**config.mk**
```make
export PLATFORM = sky130hd
export DESIGN_NAME = clkgate_twowire_slave
export DESIGN_NICKNAME = d
export VERILOG_FILES = /design/src/rtl/twc_pkg.sv /design/src/rtl/twc_line_sync.sv /design/src/rtl/twc_regbank.sv /design/src/rtl/twc_link_fsm.sv /design/src/rtl/twc_clk_gate.sv /design/src/rtl/clkgate_twowire_slave.sv
export SDC_FILE = /design/constraint.sdc
export NUM_CORES = 1
export LEC_CHECK = 0
export ABC_AREA = 1
export BUFFER_PORTS_ARGS = -buffer_cell sky130_fd_sc_hd__buf_2
export CORE_MARGIN = 2
export CORE_UTILIZATION = 30
export DETAILED_ROUTE_END_ITERATION = 10
export GPL_ROUTABILITY_DRIVEN = 0
export GPL_TIMING_DRIVEN = 1
export MAX_ROUTING_LAYER = met4
export PLACE_DENSITY = 0.54
export SYNTH_ARGS = -nofsm -noshare
export SYNTH_HDL_FRONTEND = slang
export SYNTH_SLANG_ARGS = --single-unit
```
**constraint.sdc**
```tcl
create_clock -name clk -period 1.7 [get_ports clk]
set_input_delay 0.085 -clock clk [delete_from_list [all_inputs] [get_ports clk]]
set_output_delay 0.085 -clock clk [all_outputs]
set_load 0.02 [all_outputs]
```
**src/rtl/twc_pkg.sv**
```systemverilog
package twc_pkg;

    // Defaults shared by the blocks of the slave
    localparam int          REG_BYTES_DEF = 3;
    localparam int          OUT_COUNT_DEF = 18;
    localparam logic [6:0]  SMB_ADDR_DEF  = 7'b1101001;
    localparam logic [6:0]  I2C_ADDR_DEF  = 7'b1101000;

    typedef enum logic [2:0] {
        ST_IDLE,
        ST_ADDR,
        ST_WDATA,
        ST_ACK,
        ST_RDATA,
        ST_MACK,
        ST_WAIT
    } link_state_e;

    typedef enum logic {
        MODE_I2C,
        MODE_SMB
    } link_mode_e;

    typedef enum logic [1:0] {
        SMB_CMD,
        SMB_CNT,
        SMB_DATA
    } smb_phase_e;

    typedef struct packed {
        logic start;
        logic stop;
        logic rise;
        logic fall;
        logic sda;
    } line_evt_t;

    // Bus events from the current and previous synchronised samples
    function automatic line_evt_t decode_evt(input logic scl_now, input logic scl_old,
                                             input logic sda_now, input logic sda_old);
        line_evt_t e;
        e.start = scl_now & scl_old & sda_old & ~sda_now;
        e.stop  = scl_now & scl_old & ~sda_old & sda_now;
        e.rise  = scl_now & ~scl_old;
        e.fall  = ~scl_now & scl_old;
        e.sda   = sda_now;
        return e;
    endfunction

endpackage

```
**src/rtl/twc_line_sync.sv**
```systemverilog
module twc_line_sync
    import twc_pkg::*;
#(
    parameter int STAGES = 2
) (
    input  logic      clk,
    input  logic      rst,
    input  logic      scl_i,
    input  logic      sda_i,
    output line_evt_t evt
);

    logic [STAGES-1:0] scl_ff;
    logic [STAGES-1:0] sda_ff;
    logic              scl_d;
    logic              sda_d;

    always_ff @(posedge clk) begin
        if (rst) begin
            scl_ff <= '1;
            sda_ff <= '1;
            scl_d  <= 1'b1;
            sda_d  <= 1'b1;
        end else begin
            scl_ff <= {scl_ff[STAGES-2:0], scl_i};
            sda_ff <= {sda_ff[STAGES-2:0], sda_i};
            scl_d  <= scl_ff[STAGES-1];
            sda_d  <= sda_ff[STAGES-1];
        end
    end

    assign evt = decode_evt(scl_ff[STAGES-1], scl_d, sda_ff[STAGES-1], sda_d);

endmodule

```
**src/rtl/twc_regbank.sv**
```systemverilog
module twc_regbank #(
    parameter int NUM_BYTES = 3,
    localparam int IDX_W    = (NUM_BYTES > 1) ? $clog2(NUM_BYTES) : 1,
    localparam int BITS     = NUM_BYTES * 8
) (
    input  logic             clk,
    input  logic             rst,
    input  logic             wr_en,
    input  logic [IDX_W-1:0] wr_idx,
    input  logic [7:0]       wr_data,
    input  logic [IDX_W-1:0] rd_idx,
    output logic [7:0]       rd_data,
    output logic [BITS-1:0]  bank
);

    logic [BITS-1:0] bank_q;

    always_ff @(posedge clk) begin
        if (rst) begin
            bank_q <= '1;
        end else if (wr_en) begin
            for (int b = 0; b < NUM_BYTES; b++) begin
                if (wr_idx == IDX_W'(b)) begin
                    bank_q[b*8 +: 8] <= wr_data;
                end
            end
        end
    end

    assign rd_data = bank_q[int'(rd_idx)*8 +: 8];
    assign bank    = bank_q;


    rst_fill_chk: assert property (@(posedge clk) disable iff (rst)
        $past(rst) |-> (bank_q == '1));


    idx_range_chk: assert property (@(posedge clk) disable iff (rst)
        wr_en |-> (int'(wr_idx) < NUM_BYTES));

endmodule

```
**src/rtl/twc_link_fsm.sv**
```systemverilog
module twc_link_fsm
    import twc_pkg::*;
#(
    parameter int         NUM_BYTES = 3,
    parameter logic [6:0] I2C_ADDR  = I2C_ADDR_DEF,
    parameter logic [6:0] SMB_ADDR  = SMB_ADDR_DEF,
    localparam int        IDX_W     = (NUM_BYTES > 1) ? $clog2(NUM_BYTES) : 1
) (
    input  logic             clk,
    input  logic             rst,
    input  line_evt_t        evt,
    input  logic [7:0]       rd_data,
    output logic [IDX_W-1:0] rd_idx,
    output logic             wr_en,
    output logic [IDX_W-1:0] wr_idx,
    output logic [7:0]       wr_data,
    output logic             sda_pull
);

    localparam logic [7:0] CNT_BYTE = 8'(NUM_BYTES);

    link_state_e      st;
    link_mode_e       mode;
    smb_phase_e       smb_ph;
    logic [3:0]       bitcnt;
    logic [7:0]       shreg;
    logic [7:0]       smb_left;
    logic [IDX_W-1:0] idx;
    logic             go_rd;
    logic             cnt_first;
    logic             nack_q;
    logic [7:0]       tx_byte;
    logic             hit_i2c;
    logic             hit_smb;

    function automatic logic [IDX_W-1:0] idx_step(input logic [IDX_W-1:0] v);
        return (v == IDX_W'(NUM_BYTES - 1)) ? '0 : v + 1'b1;
    endfunction

    assign tx_byte = (mode == MODE_SMB && cnt_first) ? CNT_BYTE : rd_data;
    assign hit_i2c = (shreg[7:1] == I2C_ADDR);
    assign hit_smb = (shreg[7:1] == SMB_ADDR);
    assign rd_idx  = idx;

    always_ff @(posedge clk) begin
        wr_en <= 1'b0;
        if (rst) begin
            st        <= ST_IDLE;
            mode      <= MODE_I2C;
            smb_ph    <= SMB_CMD;
            bitcnt    <= '0;
            shreg     <= '0;
            smb_left  <= '0;
            idx       <= '0;
            go_rd     <= 1'b0;
            cnt_first <= 1'b0;
            nack_q    <= 1'b0;
            wr_idx    <= '0;
            wr_data   <= '0;
            sda_pull  <= 1'b0;
        end else if (evt.stop) begin
            st       <= ST_IDLE;
            sda_pull <= 1'b0;
        end else if (evt.start) begin
            st       <= ST_ADDR;
            bitcnt   <= '0;
            sda_pull <= 1'b0;
        end else begin
            unique case (st)
                ST_ADDR, ST_WDATA: begin
                    if (evt.rise && bitcnt != 4'd8) begin
                        shreg  <= {shreg[6:0], evt.sda};
                        bitcnt <= bitcnt + 4'd1;
                    end else if (evt.fall && bitcnt == 4'd8) begin
                        bitcnt <= '0;
                        if (st == ST_ADDR) begin
                            if (hit_i2c || hit_smb) begin
                                mode      <= hit_smb ? MODE_SMB : MODE_I2C;
                                go_rd     <= shreg[0];
                                cnt_first <= hit_smb & shreg[0];
                                smb_ph    <= SMB_CMD;
                                idx       <= '0;
                                sda_pull  <= 1'b1;
                                st        <= ST_ACK;
                            end else begin
                                st <= ST_WAIT;
                            end
                        end else begin
                            go_rd    <= 1'b0;
                            sda_pull <= 1'b1;
                            st       <= ST_ACK;
                            if (mode == MODE_I2C) begin
                                wr_en   <= 1'b1;
                                wr_idx  <= idx;
                                wr_data <= shreg;
                                idx     <= idx_step(idx);
                            end else begin
                                unique case (smb_ph)
                                    SMB_CMD: smb_ph <= SMB_CNT;
                                    SMB_CNT: begin
                                        smb_left <= shreg;
                                        smb_ph   <= SMB_DATA;
                                    end
                                    default: begin
                                        if (smb_left != 8'd0) begin
                                            wr_en    <= 1'b1;
                                            wr_idx   <= idx;
                                            wr_data  <= shreg;
                                            idx      <= idx_step(idx);
                                            smb_left <= smb_left - 8'd1;
                                        end
                                    end
                                endcase
                            end
                        end
                    end
                end
                ST_ACK: begin
                    if (evt.fall) begin
                        bitcnt <= '0;
                        if (go_rd) begin
                            shreg    <= tx_byte;
                            sda_pull <= ~tx_byte[7];
                            if (cnt_first) cnt_first <= 1'b0;
                            else           idx       <= idx_step(idx);
                            st       <= ST_RDATA;
                        end else begin
                            sda_pull <= 1'b0;
                            st       <= ST_WDATA;
                        end
                    end
                end
                ST_RDATA: begin
                    if (evt.rise) begin
                        bitcnt <= bitcnt + 4'd1;
                    end else if (evt.fall) begin
                        if (bitcnt == 4'd8) begin
                            sda_pull <= 1'b0;
                            st       <= ST_MACK;
                        end else begin
                            shreg    <= {shreg[6:0], 1'b0};
                            sda_pull <= ~shreg[6];
                        end
                    end
                end
                ST_MACK: begin
                    if (evt.rise) begin
                        nack_q <= evt.sda;
                    end else if (evt.fall) begin
                        bitcnt <= '0;
                        if (!nack_q) begin
                            shreg    <= tx_byte;
                            sda_pull <= ~tx_byte[7];
                            if (cnt_first) cnt_first <= 1'b0;
                            else           idx       <= idx_step(idx);
                            st       <= ST_RDATA;
                        end else begin
                            st <= ST_WAIT;
                        end
                    end
                end
                default: ;
            endcase
        end
    end


    start_addr_chk: assert property (@(posedge clk) disable iff (rst)
        (evt.start && !evt.stop) |=> (st == ST_ADDR && bitcnt == 4'd0));


    stop_release_chk: assert property (@(posedge clk) disable iff (rst)
        evt.stop |=> (st == ST_IDLE && !sda_pull));


    foreign_quiet_chk: assert property (@(posedge clk) disable iff (rst)
        (st == ST_WAIT) |-> !sda_pull);


    smb_count_chk: assert property (@(posedge clk) disable iff (rst)
        (wr_en && mode == MODE_SMB) |-> ($past(smb_left) != 8'd0));

endmodule

```
**src/rtl/twc_clk_gate.sv**
```systemverilog
module twc_clk_gate #(
    parameter int NUM_OUTS = 18
) (
    input  logic                ref_clk,
    input  logic                oe_n,
    input  logic [NUM_OUTS-1:0] en,
    output logic [NUM_OUTS-1:0] clk_out,
    output logic                drive
);

    for (genvar g = 0; g < NUM_OUTS; g++) begin : g_lane
        assign clk_out[g] = ref_clk & en[g] & oe_n;
    end

    assign drive = oe_n;

endmodule

```
**src/rtl/clkgate_twowire_slave.sv**
```systemverilog
module clkgate_twowire_slave
    import twc_pkg::*;
#(
    parameter int         NUM_BYTES   = REG_BYTES_DEF,
    parameter int         NUM_OUTS    = OUT_COUNT_DEF,
    parameter int         SYNC_STAGES = 2,
    parameter logic [6:0] I2C_ADDR    = I2C_ADDR_DEF,
    parameter logic [6:0] SMB_ADDR    = SMB_ADDR_DEF,
    localparam int        IDX_W       = (NUM_BYTES > 1) ? $clog2(NUM_BYTES) : 1,
    localparam int        BITS        = NUM_BYTES * 8
) (
    input  logic                clk,
    input  logic                rst,
    input  logic                scl_i,
    input  logic                sda_i,
    output logic                sda_pull_o,
    input  logic                ref_clk_i,
    input  logic                oe_n_i,
    output logic [NUM_OUTS-1:0] clk_out_o,
    output logic                out_drive_o
);

    line_evt_t        evt;
    logic             wr_en;
    logic [IDX_W-1:0] wr_idx;
    logic [7:0]       wr_data;
    logic [IDX_W-1:0] rd_idx;
    logic [7:0]       rd_data;
    logic [BITS-1:0]  bank;

    twc_line_sync #(.STAGES(SYNC_STAGES)) u_sync (
        .clk   (clk),
        .rst   (rst),
        .scl_i (scl_i),
        .sda_i (sda_i),
        .evt   (evt)
    );

    twc_link_fsm #(
        .NUM_BYTES (NUM_BYTES),
        .I2C_ADDR  (I2C_ADDR),
        .SMB_ADDR  (SMB_ADDR)
    ) u_fsm (
        .clk      (clk),
        .rst      (rst),
        .evt      (evt),
        .rd_data  (rd_data),
        .rd_idx   (rd_idx),
        .wr_en    (wr_en),
        .wr_idx   (wr_idx),
        .wr_data  (wr_data),
        .sda_pull (sda_pull_o)
    );

    twc_regbank #(.NUM_BYTES(NUM_BYTES)) u_bank (
        .clk     (clk),
        .rst     (rst),
        .wr_en   (wr_en),
        .wr_idx  (wr_idx),
        .wr_data (wr_data),
        .rd_idx  (rd_idx),
        .rd_data (rd_data),
        .bank    (bank)
    );

    twc_clk_gate #(.NUM_OUTS(NUM_OUTS)) u_gate (
        .ref_clk (ref_clk_i),
        .oe_n    (oe_n_i),
        .en      (bank[NUM_OUTS-1:0]),
        .clk_out (clk_out_o),
        .drive   (out_drive_o)
    );


    oe_float_chk: assert property (@(posedge clk) disable iff (rst)
        !oe_n_i |-> (clk_out_o == '0 && !out_drive_o));

endmodule

```
# Word level (Yosys, flattened, before mapping)
# Index checks and enable logic that the tools add are counted.
# W data, S select, Z words.
[classes] add_sub_neg=3 n_eq_ne=43 shift=1 mux=87 bitwise_logic=57 reduce_logical=34
[ops] cell="$mux W8" count=14
[ops] cell="$and A1 B1 Y1" count=44
[ops] cell="$mux W2" count=20
[ops] cell="$mux W3" count=11
[ops] cell="$pmux W8 S4" count=1
[ops] cell="$mux W1" count=28
[ops] cell="$reduce_and A9 Y1" count=3
[ops] cell="$mux W4" count=6
[ops] cell="$reduce_and A12 Y1" count=2
[ops] cell="$shiftx A24 B6 Y8" count=1
[ops] cell="$ne A2 B1 Y1 const B" count=9
[ops] cell="$ne A3 B2 Y1 const B" count=6
[ops] cell="$ne A2 B2 Y1 const B" count=8
[ops] cell="$pmux W4 S4" count=1
[ops] cell="$pmux W8 S2" count=1
[ops] cell="$reduce_and A8 Y1" count=2
[ops] cell="$eq A7 B7 Y1 const B" count=2
[ops] cell="$not A1 Y1" count=13
[ops] cell="$reduce_and A13 Y1" count=1
[ops] cell="$ne A3 B3 Y1 const B" count=4
[ops] cell="$ne A4 B4 Y1 const B" count=3
[ops] cell="$pmux W3 S4" count=1
[ops] cell="$reduce_and A10 Y1" count=1
[ops] cell="$reduce_bool A8 Y1" count=1
[ops] cell="29 further kinds" count=42
[totals] register_bits=73

# Logic depth before layout (Yosys ltp)
[depth] depth_word=9 ltp_mapped=13 mapped_depth_nobuf=12

# Cells and area by module
# From an unflattened synthesis, not the netlist that was laid out.
[unflattened] cells_unflattened=645 hier_area_um2=4141.5
[modules_own_cells] mod="twc_link_fsm" n_inst=1 cells_each=435 area_each_um2=2626.3 seq_area_each_um2=860.8
[modules_own_cells] mod="twc_regbank" n_inst=1 cells_each=146 area_each_um2=1149.9 seq_area_each_um2=480.5
[modules_own_cells] mod="twc_line_sync" n_inst=1 cells_each=25 area_each_um2=205.2 seq_area_each_um2=120.1
[modules_own_cells] mod="twc_clk_gate" n_inst=1 cells_each=39 area_each_um2=160.2 seq_area_each_um2=0.0

# Worst setup path before layout
# Ideal clock, no wire load.
[synth_timing] kind="flip-flop to flip-flop" start="reg u_fsm.bitcnt[0]" end="reg u_fsm.shreg[6]" setup_time_ps=113 arrival_time_ps=1402 t_required_ps=1587 path_slack_ps=185 path_stages_with_launch=14 path_buffers=1 synth_period_minus_slack_ps=1515 path_cell_list="dfxtp_1 > inv_1 > ha_1 > nand3_1 > nand2_1 > nand2_1 > nand2_1 > nor2_2 > nand2_2 > inv_2 > buf_6 > nand2_1 > nand2_1 > nor2_1"
[synth_via] elab_chain_len=4 word_cells_on_any_way=6 classes_between="eq/ne (4); reduce/logical (2)"
[synth_rtl] item="start: declaration" line_no="twc_link_fsm.sv:25" text="logic [3:0] bitcnt;"
[synth_rtl] item="start signal: assignment" line_no="twc_link_fsm.sv:73" text="bitcnt <= bitcnt + 4'd1;"
[synth_rtl] item="start signal: assignment" line_no="twc_link_fsm.sv:135" text="bitcnt <= bitcnt + 4'd1;"
[synth_rtl] item="$ne A4 B4 Y1" line_no="twc_link_fsm.sv:71" text="if (evt.rise && bitcnt != 4'd8) begin"
[synth_rtl] item="$logic_and A1 B1 Y1" line_no="twc_link_fsm.sv:71"
[synth_rtl] item="$ne A2 B1 Y1 (no source line)"
[synth_rtl] item="$reduce_and A12 Y1 (no source line) *"
[synth_rtl] item="end signal: assignment" line_no="twc_link_fsm.sv:72" text="shreg <= {shreg[6:0], evt.sda};"
[synth_rtl] item="end signal: assignment" line_no="twc_link_fsm.sv:122" text="shreg <= tx_byte;"
[synth_rtl] item="end signal: assignment" line_no="twc_link_fsm.sv:141" text="shreg <= {shreg[6:0], 1'b0};"
[synth_rtl] item="end: declaration" line_no="twc_link_fsm.sv:26" text="logic [7:0] shreg;"
# Every way passes the cells marked *; elsewhere a longest branch is shown, timed or not.
# A chain may end at the register's enable or synchronous reset.

# Worst setup path in the final report
[layout_timing] start="reg u_fsm.bitcnt[1]" end="reg u_fsm.smb_left[2]"
[layout_via] elab_chain_len=4 word_cells_on_any_way=6 classes_between="eq/ne (2); bitwise (1); reduce/logical (3)"
[layout_rtl] item="$ne A4 B4 Y1" line_no="twc_link_fsm.sv:71"
[layout_rtl] item="$logic_and A1 B1 Y1" line_no="twc_link_fsm.sv:71"
[layout_rtl] item="$not A1 Y1 (no source line)"
[layout_rtl] item="$reduce_and A9 Y1 (no source line) *"
[layout_rtl] item="end signal: assignment" line_no="twc_link_fsm.sv:101" text="smb_left <= shreg;"
[layout_rtl] item="end signal: assignment" line_no="twc_link_fsm.sv:110" text="smb_left <= smb_left - 8'd1;"
[layout_rtl] item="end: declaration" line_no="twc_link_fsm.sv:27" text="logic [7:0] smb_left;"
# Marks and branches as above.

==> impl_metrics.yaml <==
critical_path:
  rr_worst_depth: 11
  required_ns: 1.97
  reg2reg_from: "u_fsm.bitcnt[1]"
  r2r-end: "u_fsm.smb_left[2]"
  crit_fanout: 5
  startpoint_type: "flop"
  cp.arrival_ns: 1.89
  worstSetupEndpointType: "flop"
  r2r_setup_slack_ns: 0.08
  path_class: "reg -> reg"
outcome:
  run_status: "complete, no violations"
timing:
  rsz0062_at_grt: "true"
  hold_violations: 0
  period_share_pct: 95.1
  drv_slew: 0
  max_freq_mhz: 618
  slew_headroom_pct: 72.1
  timing.final.crit_period_ns: 1.62
  worst_pin_slew_ns: 0.415
  fin_skew_ns: 0.00690
  setup_viol: 0
route:
  route.detailed.drc: 0
  first_iter_violations: 221
  vias: 4125
  drtAntennaViolNets: 0
  drt_wl_total_um: 10900
  via_per_inst: 4.75
  wl_per_cell_um: 12.6
  first_pass_iters: 5
logic_synthesis:
  yosysTopAreaCellShare_pct: 37.5
  synth_warnings: 0
  syn_area_sq_mm: 0.00390
  syn-instance-count: 626
  seq_area_frac_synth_pct: 37.5
  synth.most_common_cell: "nand2_1"
  synth_fp_nets: 636
  synth.area.top_cells: "dfxtp_1 37%, nand2_1 16%, nor2_1 12%"
  synth.distinct_cells: 31
  yosys.area.top_type: "dfxtp_1"
  ys_ff_latch: 73
  synth_edf_count: 0
  synth_flop_cell: "dfxtp_1"
  synth_common_cells: "169 x nand2_1, 126 x nor2_1, 73 x dfxtp_1"
  synth_async_sr_flop_share_pct: 0
  syn_area_per_cell_sq_um: 6.23
grt:
  antenna_found_initial: 0
  grt_pass1_vias: 3750
  gr-total-overflow: 0
  grt_max_degree: 63
  grt_usage_pct: 16.1
  grt_pass1_wl_um: 17700
layout:
  syn2layout_area_growth_pct: 27.8
  post-route-util_pct: 39.3
  multi_input_area_sq_mm: 0.00222
  n_antenna_cell: 0
  drive_gt1_share_pct: 19.4
  final_area_sq_mm: 0.00498
  seqCellArea_sq_mm: 0.00147
  num-nets-final: 701
  n_fill_cell: 1325
  final_cells: 868
floorplan:
  die_width_um: 118
  initial_core_util_pct: 30.8
  die_height_um: 118
  core-area_sq_mm: 0.0127
  dieArea_sq_mm: 0.0139
  ios: 26
  rows: 41
cts:
  clock_path_buffers: 2
  clock_latency_ns: 0.34
  clkTransAtPathRegs_ns: 0.06
  numCtsBuffers: 9
  cts_tree: "built"
  cts_sinks: 73
  clock-root-buffer: "clkbuf_16"
  cts_htree_levels: 3
worst_hold_path:
  hold_path_class: "in -> reg"
  worstHoldEndpoint: "u_fsm.wr_en"
  min_from: "rst"
  hold_depth: 2
power:
  p_comb_share_pct: 36.6
  power.density_mw_per_mm2: 1300
  intPower_mw: 4.07
  p_switching_mw: 2.42
  max-vdd-ir-drop_v: 0.000847
  sequentialPowerShare_pct: 31.4
  clkPwrFrac_pct: 32.0
  p_leak_nw: 2.44
  switching_share_pct: 37.3
place:
  portBuffers: 25
  dp.cells: 845
  hpwl_um: 8000
  placed_area_sq_mm: 0.00446
job:
  maxCapViolCount: 0
## kinds of logic after synthesis
family / after synthesis / share of synthesized area, %
flops: 73 / 37.5
xor+xnor: 1 / 0.225
simple gates: 379 / 40.6
mux: 1 / 0.257
fa+ha+maj: 4 / 1.28
buf+inv: 86 / 8.85
compound gates: 82 / 11.3
## power by group through the flow
stage | Sequential, mW | Clock, mW | Combinational (mW)
2_1_floorplan | 2.01 | 0 | 1.58
3_3_place_gp | 2.05 | 0 | 2.17
3_5_place_dp | 2.05 | 0 | 2.17
6_report | 2.04 | 2.08 | 2.37
5_1_grt | 2.06 | 2.18 | 2.69
4_1_cts | 2.02 | 2.11 | 2.19
## cell usage in the layout, fill, tap and decap left out, types with 7 or more instances in the layout
cell       Yosys  layout
a21oi_1       17      17
buf_2          3      25
buf_4          1      42
clkbuf_16      0       9
dfxtp_1       73      67
inv_1         61      58
nand2_1      169     164
nand3_1       46      42
nand4_1       11      11
nor2_1       126     119
nor2_2         5       9
nor3_1        11      11
o211ai_1       7       7
o21ai_0       49      42
## through the flow
stage	power [mW]	TNS, ns	setup slack (ns)	hold WS [ns]
floorplan	3.60	0	0.185	0.189
global placement	4.22	-0.0665	-0.0192	0.274
detailed placement	4.23	-0.361	-0.0541	0.271
CTS	6.32	-0.394	-0.0443	0.0823
global route	6.93	-0.240	-0.0447	0.106
finish	6.49	0	0.0826	0.0860
## worst max-delay path by stage
stage	slack, ns	endpoint	from	depth (start not counted)
floorplan	0.18	u_fsm.shreg[6]	u_fsm.bitcnt[0]	13
global placement	-0.02	u_fsm.smb_left[4]	u_fsm.bitcnt[1]	9
detailed placement	-0.05	u_fsm.smb_left[4]	u_fsm.bitcnt[1]	9
CTS	-0.04	u_fsm.wr_data[4]	u_fsm.bitcnt[1]	9
global route	-0.04	u_fsm.smb_left[0]	u_fsm.bitcnt[1]	11
finish	0.08	u_fsm.smb_left[2]	u_fsm.bitcnt[1]	11
## cell type report
class / count / area share (%)
clock inverters: 4 / 1.53
well taps: 172 / 4.32
clock buffers: 12 / 4.95
multi-input cells: 468 / 44.6
flip-flops and latches: 73 / 29.5
repair buffers: 71 / 9.87
inverters: 68 / 5.22
## what timing repair did
item,CTS,global route
gates cloned,0,1
gates resized for setup,0,50
pin swaps,1,14
buffers inserted,1,3
hold buffers,2,0
setup endpoints to repair,15,38
endpoints found under the hold margin,2,0
## registers in the layout (all words and copies together) (netlist names)
signal,cells
u_fsm.smb_left,8
u_fsm.nack_q,1
u_fsm.shreg,8
u_fsm.go_rd,1
u_sync.sda_d,1
u_sync.scl_ff,2
u_fsm.wr_idx,2
u_fsm.sda_pull,1
u_fsm.rd_idx,2
u_fsm.mode,1
u_sync.sda_ff,2
u_fsm.wr_data,8
u_sync.scl_d,1
u_fsm.wr_en,1
u_fsm.cnt_first,1
u_fsm.bitcnt,4
u_fsm.smb_ph,2
u_bank.bank,24
u_fsm.st,3
## worst max-delay path: stages, from the launching register on
cell and delay (ns):
dfxtp_2 0.33, inv_2 0.09, ha_4 0.16, nand3_4 0.10, nor2_4 0.13, nand2_4 0.07
nor3_4 0.16, buf_6 0.15, nand3_4 0.12, inv_4 0.11, nor2_1 0.04, nor2_1 0.09
## routing by layer
metal,track usage [%],vias to the layer above,share of wire [%]
met4,7.23,0,3.2
met3,2.71,29,4.5
li1,-,2142,-
met2,25.5,93,47
met1,20.0,1861,45
met5,-,-,0
(Power assumes the default switching activity.)
